## config.mk

```make
export PLATFORM = sky130hd
export DESIGN_NAME = led_diag_seq
export DESIGN_NICKNAME = d
export VERILOG_FILES = /design/src/rtl/led_diag_seq.sv
export SDC_FILE = /design/constraint.sdc
export NUM_CORES = 1
export LEC_CHECK = 0
export BUFFER_PORTS_ARGS = -buffer_cell sky130_fd_sc_hd__buf_2
export CAP_MARGIN = 10
export CORE_MARGIN = 2
export CORE_UTILIZATION = 42
export DETAILED_ROUTE_END_ITERATION = 6
export GPL_ROUTABILITY_DRIVEN = 1
export PLACE_DENSITY = 0.79
export SYNTH_ARGS = -nofsm -noshare
export SYNTH_HDL_FRONTEND = slang
export SYNTH_SLANG_ARGS = --single-unit
```

## constraint.sdc

```tcl
create_clock -name clk -period 2.34 [get_ports clk]
set_input_delay 0.351 -clock clk [delete_from_list [all_inputs] [get_ports clk]]
set_output_delay 0.351 -clock clk [all_outputs]
set_load 0.01 [all_outputs]
```

## src/rtl/led_diag_seq.sv

```systemverilog
module led_diag_seq #(
  parameter int CH  = 16,
  parameter int WIN = 100,
  localparam int CW = (WIN > 1) ? $clog2(WIN) : 1
) (
  input  logic          clk,
  input  logic          rst_n,
  input  logic          start_test,
  input  logic          read_cmd,
  input  logic [CH-1:0] pwm_in,
  input  logic [CH-1:0] open_cmp,
  input  logic [CH-1:0] short_cmp,
  input  logic          temp_hot,
  input  logic          temp_cool,
  input  logic          tsd_en,
  output logic [CH-1:0] drv_out,
  output logic          test_busy,
  output logic [CH-1:0] status_word,
  output logic          rd_valid,
  output logic [CH-1:0] rd_data,
  output logic          therm_flag,
  output logic          shutdown_active
);

  logic [CW-1:0] cnt;
  logic          last;

  assign last = test_busy && (cnt == '0);

  always_ff @(posedge clk) begin
    if (!rst_n) begin
      test_busy   <= 1'b0;
      cnt         <= '0;
      status_word <= '1;
    end else if (start_test) begin
      test_busy <= 1'b1;
      cnt       <= CW'(WIN - 1);
    end else if (last) begin
      test_busy   <= 1'b0;
      status_word <= ~(open_cmp | short_cmp);
    end else if (test_busy) begin
      cnt <= cnt - 1'b1;
    end
  end

  always_ff @(posedge clk) begin
    if (!rst_n) begin
      rd_valid <= 1'b0;
      rd_data  <= '0;
    end else begin
      rd_valid <= read_cmd;
      if (read_cmd) rd_data <= status_word;
    end
  end

  always_ff @(posedge clk) begin
    if (!rst_n)         therm_flag <= 1'b0;
    else if (temp_hot)  therm_flag <= 1'b1;
    else if (temp_cool) therm_flag <= 1'b0;
  end

  assign shutdown_active = therm_flag & tsd_en;
  assign drv_out = shutdown_active ? '0 : (test_busy ? '1 : pwm_in);

  assert_start_busy_R1: assert property (@(posedge clk) disable iff (!rst_n)
    start_test |=> test_busy);

  assert_status_hold_R5: assert property (@(posedge clk) disable iff (!rst_n)
    !last |=> $stable(status_word));

  assert_shut_dark_R6: assert property (@(posedge clk) disable iff (!rst_n)
    (therm_flag && tsd_en) |-> (drv_out == '0));

  assert_flag_set_R7: assert property (@(posedge clk) disable iff (!rst_n)
    temp_hot |=> therm_flag);

  assert_flag_hold_R7: assert property (@(posedge clk) disable iff (!rst_n)
    (!temp_hot && !temp_cool) |=> $stable(therm_flag));

  assert_read_R8: assert property (@(posedge clk) disable iff (!rst_n)
    read_cmd |=> (rd_valid && rd_data == $past(status_word)));

endmodule

```

Yosys cells after proc, flatten, opt, wreduce, memory -nomap -nowiden
Index checks and enable logic that the tools add are counted.
- bits in registers: 42
- bitwise operators: 6
- equality and inequality tests: 1
- reduce and logical (&&, ||, !) cells: 9
- add/subtract/negate cells: 1
- muxes and demuxes: 9
- operators with widths (operator ; count):
    16-bit 2-to-1 mux ; 2
    7-bit 2-to-1 mux ; 3
    16-bit inverter ; 1
    16-bit OR ; 1
    7-bit zero test ; 1
    7-bit by 1-bit subtractor with 7-bit output, second input constant ; 1
    2-bit AND reduction ; 3
    2-bit nonzero test ; 3
    1-bit 2-to-1 mux ; 4
    1-bit inverter ; 3
    2-bit != test, second input constant ; 1
    2-bit OR reduction ; 1
    1-bit bitwise AND ; 1
    1-bit logical AND ; 1

Depth between registers and ports, before layout
Gate-level depths: netlist of run 1.
- word-level depth: 4
- mapped depth: 8
- gate-level depth less buffers: 6

Worst setup path before layout of run 1
Ideal clock, no wire load.
- path type: reg-to-reg
- from: register cnt[2]
- to: register status_word[9]
- data required time: 2.195 ns
- arrival: 1.811 ns
- buffers on the path: 2
- path slack: 0.384 ns
- stages on the path, launching flop included: 7
- cell sequence: dfxtp_1 > or4_4 > or4b_1 > buf_2 > buf_2 > nand2_1 > o311ai_2
- cells in the longest elaborated chain, start to end: 3
- RTL lines (item ; line ; text):
    start, declared ; 25 ; logic [CW-1:0] cnt;
    start signal, assigned ; 37 ; cnt <= CW'(WIN - 1);
    start signal, assigned ; 42 ; cnt <= cnt - 1'b1;
    7-bit zero test ; 28 ; assign last = test_busy && (cnt == '0);
    1-bit logical AND ; 28 ;
    2-bit AND reduction (no line) ; - ;
    end signal, assigned ; 40 ; status_word <= ~(open_cmp | short_cmp);
    end, declared ; 18 ; output logic [CH-1:0] status_word,
No other way between the ends.
A chain may end at the register's enable or synchronous reset.

Worst setup path after layout of run 1
- from: register cnt[2]
- to: register status_word[0]
Same word-level chain as after synthesis.

==> results_tabular.tex, run 1 <==
\begin{tabular}{lr}
\hline
Metric & Value \\
\hline
\multicolumn{2}{l}{\textbf{GRT}} \\
Number of global-route vias before repair & 1345 \\
Wire length of the first global-routing pass & 5730 um \\
Maximum number of pins on one net before global-route repair & 33 \\
Overall overflow remaining after global route & 0 \\
Antenna violations before repair & 0 \\
All-Layer GR Usage & 16.2\% \\
\multicolumn{2}{l}{\textbf{Detailed routing}} \\
Detailed Route WL & 3990 um \\
Post-Route M1 WL & 1710 um \\
DRC & 0 \\
TritonRoute pass-1 iters & 4 \\
Number of nets still failing antenna checks after routing & 0 \\
DRC violation total after the first TritonRoute iteration & 66 \\
Met2 wire len & 1930 um \\
Met3 Routed Length & 315 um \\
Count of vias placed by the detailed router & 1670 \\
Routed via count divided by cell count & 4.81 \\
Highest metal layer used by the detailed router & met4 \\
WL/cell & 11.5 um \\
\multicolumn{2}{l}{\textbf{Job}} \\
MaxCap Viol Count & 0 \\
\multicolumn{2}{l}{\textbf{CTS}} \\
Deepest level of the CTS H-tree & 2 \\
Clock-pin slew on the worst setup and hold paths & 70 ps \\
Number of buffers added by the clock tree synthesis step & 5 \\
Count of buffers added by post-CTS timing repair for setup & 0 \\
Maximum buffer depth of the clock tree & 2 \\
Clock tree from TritonCTS & yes \\
Number of buffers added to fix hold violations after cts & 0 \\
Clock latency on the worst-skew pair & 290 ps \\
TritonCTS Sinks & 42 \\
Cell at the root of the clock tree & sky130\_fd\_sc\_hd\_\_clkbuf\_8 \\
Post-CTS sizing & 0 \\
\multicolumn{2}{l}{\textbf{Floorplanning}} \\
Area of the placeable core & 4000 um2 \\
Die Ht & 68.4 um \\
Initial core utilization & 43.5\% \\
Width of the chip & 68.4 um \\
Total number of placement rows & 23 \\
Die outline area & 4680 um2 \\
Number of I/O pins & 107 \\
\multicolumn{2}{l}{\textbf{STA}} \\
Hold violation count in the final report & 0 \\
Relative slew slack & 66.5\% \\
Tightest Pin Transition & 502 ps \\
Setup violation total in the final timing report & 0 \\
Maximum clock rate & 0.490 GHz \\
Final worst path period need & 2040 ps \\
Final max-slew violation count & 0 \\
Setup skew after layout & 6.20 ps \\
Aggregate negative setup slack & 0 ps \\
Smallest setup slack after layout & 297 ps \\
Unrepaired setup endpoints after global routing & false \\
Final worst-path cycle share & 87.3\% \\
Worst hold margin & 274 ps \\
\multicolumn{2}{l}{\textbf{Outcome}} \\
Result of the run & completed \\
\multicolumn{2}{l}{\textbf{Hold path}} \\
Min-Delay Startpoint & open\_cmp[1] \\
Class of the worst hold path & in -> reg \\
\multicolumn{2}{l}{\textbf{Synthesis}} \\
Synth area leader & sky130\_fd\_sc\_hd\_\_dfxtp\_1 \\
Share of the synthesized area in the top cell type & 48.3\% \\
Flops \& latches, synth & 42 \\
Synthesized instance count & 194 \\
Sequential cell area fraction in the yosys report & 48.3\% \\
Post-synthesis average cell area & 8.98 um2 \\
Post-synth design cell area & 1740 um2 \\
Leading post-synthesis cells by cell area & sky130\_fd\_sc\_hd\_\_dfxtp\_1, sky130\_fd\_sc\_hd\_\_nor2\_1, sky130\_fd\_sc\_hd\_\_mux2i\_1 \\
Predominant post-synthesis flop cell & sky130\_fd\_sc\_hd\_\_dfxtp\_1 \\
Synth unique cells & 33 \\
Yosys warns & 0 \\
Syn Nets & 251 \\
EDFF count, synth & 0 \\
Share of flip-flops with an asynchronous set or reset & 0\% \\
\multicolumn{2}{l}{\textbf{Layout}} \\
Antenna diode instance count & 0 \\
Area growth syn-to-layout & 37.2\% \\
Total of fill cells in the finished design & 370 \\
Number of nets in the layout & 353 \\
Layout cells sized above 1 & 39.4\% \\
Multi-input combinational cell area & 812 um2 \\
Combined flip-flop and latch cell area & 841 um2 \\
\multicolumn{2}{l}{\textbf{Critical path}} \\
Crit path kind & reg -> reg \\
Critical path peak fanout & 32 \\
Arrival time reported for the critical path endpoint & 2220 ps \\
First element of the critical path & cnt[2] \\
Launching element type of the critical path & register \\
Data required, critical path & 2520 ps \\
Crit path capture type & register \\
Startpoint of the worst register-to-register path & cnt[2] \\
\multicolumn{2}{l}{\textbf{Power and ir drop}} \\
Sequential fraction of design power & 48.6\% \\
P\_sw & 0.000400 W \\
Clock share of power & 33.9\% \\
Peak supply drop & 421 uV \\
Static Leakage & 1.24 nW \\
Power per unit of standard cell area & 674 nW/um2 \\
Net switching fraction of the power & 24.8\% \\
Int Pwr & 0.00121 W \\
Comb pwr share & 17.5\% \\
\multicolumn{2}{l}{\textbf{Placement}} \\
Routability cong. & 0.818 \\
Pre-CTS setup slack & 289 ps \\
Number of buffers added on ports & 106 \\
Sum of net half-perimeters after detailed placement & 3020 um \\
\hline
\end{tabular}
path summary, 6_finish.rpt:
check	depth (start not counted)	slack (ps)	to
hold / removal	2	270	status_word[1]
setup reg to reg	4	300	status_word[0]
setup / recovery	4	300	status_word[0]
hold reg to reg	2	490	rd_data[1]
sequential cells by signal, summed over array words and instances, names as in the netlist:
signal       count
cnt              7
therm_flag       1
rd_valid         1
test_busy        1
status_word     16
rd_data         16
placed cells by master, fill, tap and decap left out:
cell                        count
sky130_fd_sc_hd__buf_2        106
sky130_fd_sc_hd__nor2_1        47
sky130_fd_sc_hd__dfxtp_1       42
sky130_fd_sc_hd__nand2_1       19
sky130_fd_sc_hd__mux2i_1       17
sky130_fd_sc_hd__o311ai_1      13
sky130_fd_sc_hd__nor2b_1        9
sky130_fd_sc_hd__inv_1          5
sky130_fd_sc_hd__clkbuf_8       5
sky130_fd_sc_hd__a21oi_1        3
sky130_fd_sc_hd__o21ai_0        2
sky130_fd_sc_hd__xor2_1         2
sky130_fd_sc_hd__a311oi_1       2
sky130_fd_sc_hd__o311ai_0       2
sky130_fd_sc_hd__ha_1           2
sky130_fd_sc_hd__clkbuf_1       2
sky130_fd_sc_hd__buf_4          2
sky130_fd_sc_hd__clkinv_1       1
sky130_fd_sc_hd__or4_4          1
sky130_fd_sc_hd__nand2b_1       1
sky130_fd_sc_hd__or4b_1         1
sky130_fd_sc_hd__o311ai_2       1
sky130_fd_sc_hd__o21a_1         1
sky130_fd_sc_hd__or2_2          1
sky130_fd_sc_hd__o211ai_1       1
sky130_fd_sc_hd__or3_1          1
sky130_fd_sc_hd__and2_1         1
sky130_fd_sc_hd__nor4b_1        1
sky130_fd_sc_hd__nor4_1         1
sky130_fd_sc_hd__a211oi_1       1
sky130_fd_sc_hd__nor3_1         1
sky130_fd_sc_hd__xnor2_1        1
sky130_fd_sc_hd__a21boi_0       1
sky130_fd_sc_hd__bufinv_16      1
cell families after synthesis:
family	count (synthesis)	synth area share, %
AND/OR/NAND/NOR	84	21.3
flip-flops	42	48.3
AO/OA/AOI/OAI	27	12.6
buffers and inverters	19	5.10
multiplexers	17	9.77
XOR/XNOR	3	1.51
adder cells (fa/ha/maj)	2	1.44
layout make-up:
class / instances / area share (%)
sequential: 42 / 35.2
multi-input combinational: 133 / 34.0
timing repair buffer: 108 / 22.8
clock buffer: 7 / 3.19
tap: 50 / 2.62
clock inverter: 1 / 1.26
inverter: 6 / 0.942
metrics by stage:
stage | util (%) | total power [W] | std cells | instance area (um2)
6_report | 59.7 | 0.00161 | 347 | 2390
5_1_grt | 59.7 | 0.00171 | 347 | 2390
4_1_cts | 59.7 | 0.00164 | 347 | 2390
3_5_place_dp | 57.1 | 0.00108 | 339 | 2280
3_3_place_gp | 57.1 | 0.00108 | 339 | 2280
2_1_floorplan | - | 0.000961 | 194 | 1740
worst max-delay path, cell delays in order, from the launching register on:
cell	delay (ps)
sky130_fd_sc_hd__dfxtp_1	340
sky130_fd_sc_hd__or4_4	540
sky130_fd_sc_hd__or4b_1	510
sky130_fd_sc_hd__buf_4	240
sky130_fd_sc_hd__o311ai_1	300
layer usage:
metal | GRT usage [%] | vias to the layer above
li1 | - | 864
met1 | 18.7 | 743
met2 | 28.2 | 58
met3 | 5.10 | 5
met4 | 5.25 | 0
met5 | 0 | -
power groups by stage:
stage | logic (W) | clock network, W | registers, W
after floorplan | 0.000146 | 0 | 0.000814
after global placement | 0.000278 | 0 | 0.000799
after detailed placement | 0.000284 | 0 | 0.000800
after CTS | 0.000285 | 0.000568 | 0.000783
after global routing | 0.000315 | 0.000600 | 0.000790
final | 0.000282 | 0.000545 | 0.000784
Yosys cell counts, types with 2 or more instances:
master / instances
sky130_fd_sc_hd__o311ai_0: 2
sky130_fd_sc_hd__nor2b_1: 9
sky130_fd_sc_hd__a311oi_1: 2
sky130_fd_sc_hd__mux2i_1: 17
sky130_fd_sc_hd__inv_1: 5
sky130_fd_sc_hd__xor2_1: 2
sky130_fd_sc_hd__nor2_1: 47
sky130_fd_sc_hd__clkbuf_1: 7
sky130_fd_sc_hd__buf_2: 2
sky130_fd_sc_hd__buf_6: 2
sky130_fd_sc_hd__dfxtp_1: 42
sky130_fd_sc_hd__ha_1: 2
sky130_fd_sc_hd__o21ai_0: 2
sky130_fd_sc_hd__o311ai_1: 13
sky130_fd_sc_hd__buf_1: 2
sky130_fd_sc_hd__nand2_1: 19
sky130_fd_sc_hd__a21oi_1: 3
No activity file was read; power rests on OpenSTA's default activity.
==> inputs of run 2 (changes only) <==
--- a/config.mk
+++ b/config.mk
@@ -10,7 +10,8 @@
 export CORE_MARGIN = 2
 export CORE_UTILIZATION = 42
 export DETAILED_ROUTE_END_ITERATION = 6
-export GPL_ROUTABILITY_DRIVEN = 1
+export GPL_ROUTABILITY_DRIVEN = 0
+export MAX_ROUTING_LAYER = met4
 export PLACE_DENSITY = 0.79
 export SYNTH_ARGS = -nofsm -noshare
 export SYNTH_HDL_FRONTEND = slang
==> run 2 against run 1 <==
Critical path type unchanged. Wire length about the same. Flip-flop and latch count stayed put. Worst setup slack improved by 1.6 ps. Sequential power about the same. Total power about the same. Largest power group unchanged. Via count fell by 0.12%. Global-route usage increased by 0.46 points. Largest cell class unchanged. Utilization did not move.
==> results_tabular.tex, run 2 (synthesis gave the netlist of run 1 again) <==
\begin{tabular}{lr}
\hline
Metric & Value \\
\hline
\multicolumn{2}{l}{\textbf{Outcome}} \\
Result of the run & completed \\
\multicolumn{2}{l}{\textbf{Detailed routing}} \\
DRC violation total after the first TritonRoute iteration & 64 \\
Routed via count divided by cell count & 4.81 \\
DRC & 0 \\
Detailed Route WL & 3990 um \\
Number of nets still failing antenna checks after routing & 0 \\
TritonRoute pass-1 iters & 4 \\
WL/cell & 11.5 um \\
Count of vias placed by the detailed router & 1668 \\
\multicolumn{2}{l}{\textbf{Job}} \\
MaxCap Viol Count & 0 \\
\multicolumn{2}{l}{\textbf{Placement}} \\
Sum of net half-perimeters after detailed placement & 3020 um \\
Number of buffers added on ports & 106 \\
\multicolumn{2}{l}{\textbf{Power and ir drop}} \\
Static Leakage & 1.24 nW \\
Peak supply drop & 420 uV \\
Power per unit of standard cell area & 674 nW/um2 \\
Pwr Total & 0.00161 W \\
\multicolumn{2}{l}{\textbf{CTS}} \\
Clock tree from TritonCTS & yes \\
Number of buffers added by the clock tree synthesis step & 5 \\
Maximum buffer depth of the clock tree & 2 \\
Count of buffers added by post-CTS timing repair for setup & 0 \\
Clock-pin slew on the worst setup and hold paths & 70 ps \\
Deepest level of the CTS H-tree & 2 \\
Number of buffers added to fix hold violations after cts & 0 \\
Post-CTS sizing & 0 \\
Clock latency on the worst-skew pair & 290 ps \\
TritonCTS Sinks & 42 \\
Cell at the root of the clock tree & sky130\_fd\_sc\_hd\_\_clkbuf\_8 \\
\multicolumn{2}{l}{\textbf{Floorplanning}} \\
Total number of placement rows & 23 \\
Die Ht & 68.4 um \\
Initial core utilization & 43.5\% \\
Die outline area & 4680 um2 \\
Number of I/O pins & 107 \\
Width of the chip & 68.4 um \\
Area of the placeable core & 4000 um2 \\
\multicolumn{2}{l}{\textbf{Critical path}} \\
First element of the critical path & cnt[2] \\
Critical Path, Cell by Cell & or4\_4 > or4b\_1 > buf\_4 > o311ai\_1 \\
Number of buffer and inverter stages on the critical path & 1 \\
Largest stage delay on the critical path & 540 ps \\
Arrival time reported for the critical path endpoint & 2220 ps \\
Slowest cell on the critical path & sky130\_fd\_sc\_hd\_\_or4\_4 \\
Startpoint of the worst register-to-register path & cnt[2] \\
Launching element type of the critical path & register \\
Critical path peak fanout & 32 \\
Data required, critical path & 2520 ps \\
Crit path kind & reg -> reg \\
Family with the most delay on the worst path & simple AND/OR/NAND/NOR gates \\
Crit path capture type & register \\
\multicolumn{2}{l}{\textbf{GRT}} \\
Grt met3 use & 4.77\% \\
Maximum number of pins on one net before global-route repair & 33 \\
Global routing's busiest layer & met2 \\
All-Layer GR Usage & 16.7\% \\
Met2 routing resource usage after global routing & 28.2\% \\
Antenna violations before repair & 0 \\
Number of global-route vias before repair & 1348 \\
Global routing met1 resource utilization & 18.9\% \\
Wire length of the first global-routing pass & 5720 um \\
Overall overflow remaining after global route & 0 \\
\multicolumn{2}{l}{\textbf{Layout}} \\
Multi-input combinational cell area & 812 um2 \\
Area growth syn-to-layout & 37.2\% \\
Most frequent standard cell in the layout excluding fill and tap cells & sky130\_fd\_sc\_hd\_\_buf\_2 \\
Number of nets in the layout & 353 \\
Total of fill cells in the finished design & 370 \\
Combined flip-flop and latch cell area & 841 um2 \\
Layout cells sized above 1 & 39.4\% \\
Antenna diode instance count & 0 \\
Highest-count cells in the layout ignoring fill and taps & sky130\_fd\_sc\_hd\_\_buf\_2, sky130\_fd\_sc\_hd\_\_nor2\_1, sky130\_fd\_sc\_hd\_\_dfxtp\_1 \\
Largest registers & rd\_data (16), status\_word (16), cnt (7) \\
\multicolumn{2}{l}{\textbf{STA}} \\
Tightest Pin Transition & 502 ps \\
Final worst path period need & 2040 ps \\
Final worst-path cycle share & 87.2\% \\
Unrepaired setup endpoints after global routing & false \\
Relative slew slack & 66.5\% \\
Final max-slew violation count & 0 \\
Setup violation total in the final timing report & 0 \\
Maximum clock rate & 0.490 GHz \\
Aggregate negative setup slack & 0 ps \\
Hold violation count in the final report & 0 \\
Setup skew after layout & 5.78 ps \\
\multicolumn{2}{l}{\textbf{Hold path}} \\
Min-Delay Startpoint & open\_cmp[1] \\
Class of the worst hold path & in -> reg \\
\hline
\end{tabular}
## run 2: cell counts in the layout (fill, tap and decap cells not counted)
Identical to the previous run, type by type.
## run 2: final cells by class
| cell class | instances | share of cell area (%) |
|---|---|---|
| clock buffers | 7 | 3.19 |
| clock inverters | 1 | 1.26 |
| inverters | 6 | 0.942 |
| multi-input cells | 133 | 34.0 |
| flip-flops and latches | 42 | 35.2 |
| well taps | 50 | 2.62 |
| repair buffers | 108 | 22.8 |
## run 2: worst paths after layout
check,end,slack [ps],cells past startpoint
setup reg to reg,status_word[0],300,4
setup / recovery,status_word[0],300,4
hold reg to reg,rd_data[1],490,2
hold / removal,status_word[1],270,2
## run 2: power by group
part | switching, W | total [W] | internal [W]
Sequential | 0.0000258 | 0.000784 | 0.000758
Combinational | 0.000147 | 0.000281 | 0.000134
Clock | 0.000226 | 0.000545 | 0.000319
## run 2: routing by layer
layer	up-vias	wire [um]
met4	0	38
met1	740	1720
met3	5	301
li1	865	-
met2	58	1930
met5	-	0
## run 2: through the flow
step | hold slack [ps] | utilization [%] | setup slack (ps) | cells | area, um2
2_1_floorplan | 468 | - | 384 | 194 | 1740
3_3_place_gp | 469 | 57.1 | 360 | 339 | 2280
3_5_place_dp | 475 | 57.1 | 289 | 339 | 2280
4_1_cts | 260 | 59.7 | 267 | 347 | 2390
5_1_grt | 257 | 59.7 | 179 | 347 | 2390
6_report | 275 | 59.7 | 299 | 347 | 2390
==> inputs of run 3 (changes only) <==
--- a/config.mk
+++ b/config.mk
@@ -5,10 +5,11 @@
 export SDC_FILE = /design/constraint.sdc
 export NUM_CORES = 1
 export LEC_CHECK = 0
+export ABC_AREA = 1
 export BUFFER_PORTS_ARGS = -buffer_cell sky130_fd_sc_hd__buf_2
 export CAP_MARGIN = 10
 export CORE_MARGIN = 2
-export CORE_UTILIZATION = 42
+export CORE_UTILIZATION = 43
 export DETAILED_ROUTE_END_ITERATION = 6
 export GPL_ROUTABILITY_DRIVEN = 0
 export MAX_ROUTING_LAYER = met4
==> run 3 against run 2 <==
Area after synthesis grew 6.0%. Cell count up 19%. Hold slack got worse by 14 ps. Non-clock buffer count unchanged. Combinational power rose by 7.8%. Die area grew 3.4%.
==> results_tabular.tex, run 3 <==
\begin{tabular}{lr}
\hline
Metric & Value \\
\hline
\multicolumn{2}{l}{\textbf{Detailed routing}} \\
TritonRoute pass-1 iters & 4 \\
DRC violation total after the first TritonRoute iteration & 76 \\
DRC & 0 \\
Count of vias placed by the detailed router & 1968 \\
Routed via count divided by cell count & 4.77 \\
Detailed Route WL & 4640 um \\
WL/cell & 11.2 um \\
Number of nets still failing antenna checks after routing & 0 \\
\multicolumn{2}{l}{\textbf{STA}} \\
Aggregate negative setup slack & 0 ps \\
Smallest setup slack after layout & 511 ps \\
Setup violation total in the final timing report & 0 \\
Final worst-path cycle share & 78.1\% \\
Relative slew slack & 63.9\% \\
Tightest Pin Transition & 538 ps \\
Final max-slew violation count & 0 \\
Unrepaired setup endpoints after global routing & false \\
Maximum clock rate & 0.547 GHz \\
Final worst path period need & 1830 ps \\
Hold violation count in the final report & 0 \\
Setup skew after layout & 5.15 ps \\
\multicolumn{2}{l}{\textbf{Power and ir drop}} \\
Clock share of power & 29.3\% \\
Comb pwr share & 19.7\% \\
Net switching fraction of the power & 28.7\% \\
Int Pwr & 0.00110 W \\
Static Leakage & 1.29 nW \\
Sequential fraction of design power & 51.0\% \\
Peak supply drop & 336 uV \\
P\_sw & 0.000442 W \\
Power per unit of standard cell area & 619 nW/um2 \\
\multicolumn{2}{l}{\textbf{Synthesis}} \\
Post-synthesis average cell area & 7.16 um2 \\
Syn Nets & 315 \\
Synthesized instance count & 258 \\
Most common library cells after synthesis & sky130\_fd\_sc\_hd\_\_nor2\_1, sky130\_fd\_sc\_hd\_\_dfxtp\_1, sky130\_fd\_sc\_hd\_\_nand2\_1 \\
Leading post-synthesis cells by cell area & sky130\_fd\_sc\_hd\_\_dfxtp\_1, sky130\_fd\_sc\_hd\_\_nor2\_1, sky130\_fd\_sc\_hd\_\_nand3\_1 \\
Sequential cell area fraction in the yosys report & 45.5\% \\
Yosys warns & 0 \\
Post-synth design cell area & 1850 um2 \\
Most frequent cell after synthesis & sky130\_fd\_sc\_hd\_\_nor2\_1 \\
Predominant post-synthesis flop cell & sky130\_fd\_sc\_hd\_\_dfxtp\_1 \\
Synth unique cells & 24 \\
Share of flip-flops with an asynchronous set or reset & 0\% \\
Synth area leader & sky130\_fd\_sc\_hd\_\_dfxtp\_1 \\
Flops \& latches, synth & 42 \\
EDFF count, synth & 0 \\
Share of the synthesized area in the top cell type & 45.5\% \\
\multicolumn{2}{l}{\textbf{Layout}} \\
Highest-count cells in the layout ignoring fill and taps & sky130\_fd\_sc\_hd\_\_buf\_2, sky130\_fd\_sc\_hd\_\_nor2\_1, sky130\_fd\_sc\_hd\_\_dfxtp\_1 \\
Largest registers & rd\_data (16), status\_word (16), cnt (7) \\
Number of nets in the layout & 419 \\
Antenna diode instance count & 0 \\
Layout cells sized above 1 & 35.3\% \\
Area growth syn-to-layout & 34.8\% \\
Most frequent standard cell in the layout excluding fill and tap cells & sky130\_fd\_sc\_hd\_\_buf\_2 \\
\multicolumn{2}{l}{\textbf{GRT}} \\
Overall overflow remaining after global route & 0 \\
All-Layer GR Usage & 20.2\% \\
Number of global-route vias before repair & 1818 \\
Antenna violations before repair & 0 \\
Global routing met1 resource utilization & 23.9\% \\
Global routing's busiest layer & met2 \\
Met2 routing resource usage after global routing & 34.1\% \\
Maximum number of pins on one net before global-route repair & 31 \\
Wire length of the first global-routing pass & 7820 um \\
Grt met3 use & 4.22\% \\
\multicolumn{2}{l}{\textbf{CTS}} \\
Clock latency on the worst-skew pair & 290 ps \\
Count of buffers added by post-CTS timing repair for setup & 0 \\
Number of buffers added by the clock tree synthesis step & 5 \\
Clock tree from TritonCTS & yes \\
Number of buffers added to fix hold violations after cts & 0 \\
Clock-pin slew on the worst setup and hold paths & 70 ps \\
TritonCTS Sinks & 42 \\
Cell at the root of the clock tree & sky130\_fd\_sc\_hd\_\_clkbuf\_8 \\
Maximum buffer depth of the clock tree & 2 \\
Post-CTS sizing & 0 \\
Deepest level of the CTS H-tree & 2 \\
\multicolumn{2}{l}{\textbf{Placement}} \\
Number of buffers added on ports & 106 \\
Pre-CTS setup slack & 680 ps \\
Sum of net half-perimeters after detailed placement & 3370 um \\
\multicolumn{2}{l}{\textbf{Job}} \\
MaxCap Viol Count & 0 \\
\multicolumn{2}{l}{\textbf{Hold path}} \\
Min-Delay Startpoint & temp\_hot \\
Class of the worst hold path & in -> reg \\
Hold path endpoint & therm\_flag \\
Number of cells on the worst hold path & 3 \\
\multicolumn{2}{l}{\textbf{Critical path}} \\
Crit path capture type & primary output \\
Launching element type of the critical path & register \\
Arrival time reported for the critical path endpoint & 1480 ps \\
Register-to-Register Setup Slack & 680 ps \\
Startpoint of the worst register-to-register path & cnt[0] \\
R2R depth & 9 \\
End of the worst register-to-register path & status\_word[11] \\
Data required, critical path & 1990 ps \\
Crit path kind & reg -> out \\
Critical path peak fanout & 16 \\
\multicolumn{2}{l}{\textbf{Floorplanning}} \\
Initial core utilization & 45.5\% \\
Total number of placement rows & 23 \\
Die Ht & 69.5 um \\
Die outline area & 4840 um2 \\
Width of the chip & 69.5 um \\
Area of the placeable core & 4060 um2 \\
Number of I/O pins & 107 \\
\multicolumn{2}{l}{\textbf{Outcome}} \\
Result of the run & completed \\
\hline
\end{tabular}
==> run 3: cell count changes after synthesis, sizes merged, moves of 10 or more <==
cell,change
mux2i,-17
nor2,+35
o21ai,+21
nand2,+10
nand3,+27
o311ai,-16
==> run 3: kinds of logic after synthesis <==
group	after synthesis	share of synthesized area (%)
AOI/OAI and AO/OA	36	9.82
xor gates and xnor gates	3	1.42
adders and majority gates	2	1.35
buffers and inverters	28	6.30
DFF	42	45.5
and+or+nand+nor	147	35.6
==> run 3: power groups by stage <==
| stage | Combinational, W | Sequential [W] | Clock (W) |
|---|---|---|---|
| after CTS | 0.000306 | 0.000785 | 0.000461 |
| after floorplan | 0.000163 | 0.000813 | 0 |
| after global routing | 0.000342 | 0.000792 | 0.000498 |
| final | 0.000303 | 0.000786 | 0.000452 |
| after detailed placement | 0.000305 | 0.000802 | 0 |
| after global placement | 0.000298 | 0.000801 | 0 |
==> run 3: area by class of cell <==
type	count	area, um2
tap	50	62.6
fill	385	1570
inverter	17	63.8
clock buffer	6	72.6
timing repair buffer	108	546
sequential	42	841
multi-input combinational	188	890
clock inverter	2	13.8
==> run 3: worst max path at each step <==
stage | startpoint | to | slack [ps]
2_1_floorplan | cnt[0] | status_word[10] | 870
3_3_place_gp | cnt[0] | status_word[10] | 770
3_5_place_dp | cnt[0] | status_word[11] | 680
4_1_cts | test_busy | drv_out[3] | 520
5_1_grt | test_busy | drv_out[3] | 350
6_report | test_busy | drv_out[4] | 510
==> run 3: worst max-delay path, cell delays in order, from the launching register on <==
cell	delay, ps
sky130_fd_sc_hd__dfxtp_1	630
sky130_fd_sc_hd__buf_4	250
sky130_fd_sc_hd__nor2_1	60
sky130_fd_sc_hd__nor2_1	90
sky130_fd_sc_hd__buf_2	150
==> run 3: layer usage <==
layer,vias up,part of all wire (%)
met2,63,48
met3,6,5.7
li1,1028,-
met4,0,1.6
met5,-,0
met1,871,45
==> run 3: through the flow <==
stage	hold WS, ps	cells	utilization (%)	total power [W]	instance area [um2]
global route	277	413	61.3	0.00163	2490
floorplan	468	258	-	0.000975	1850
CTS	258	413	61.3	0.00155	2490
finish	261	413	61.3	0.00154	2490
global placement	471	405	59.2	0.00110	2400
detailed placement	478	405	59.2	0.00111	2400
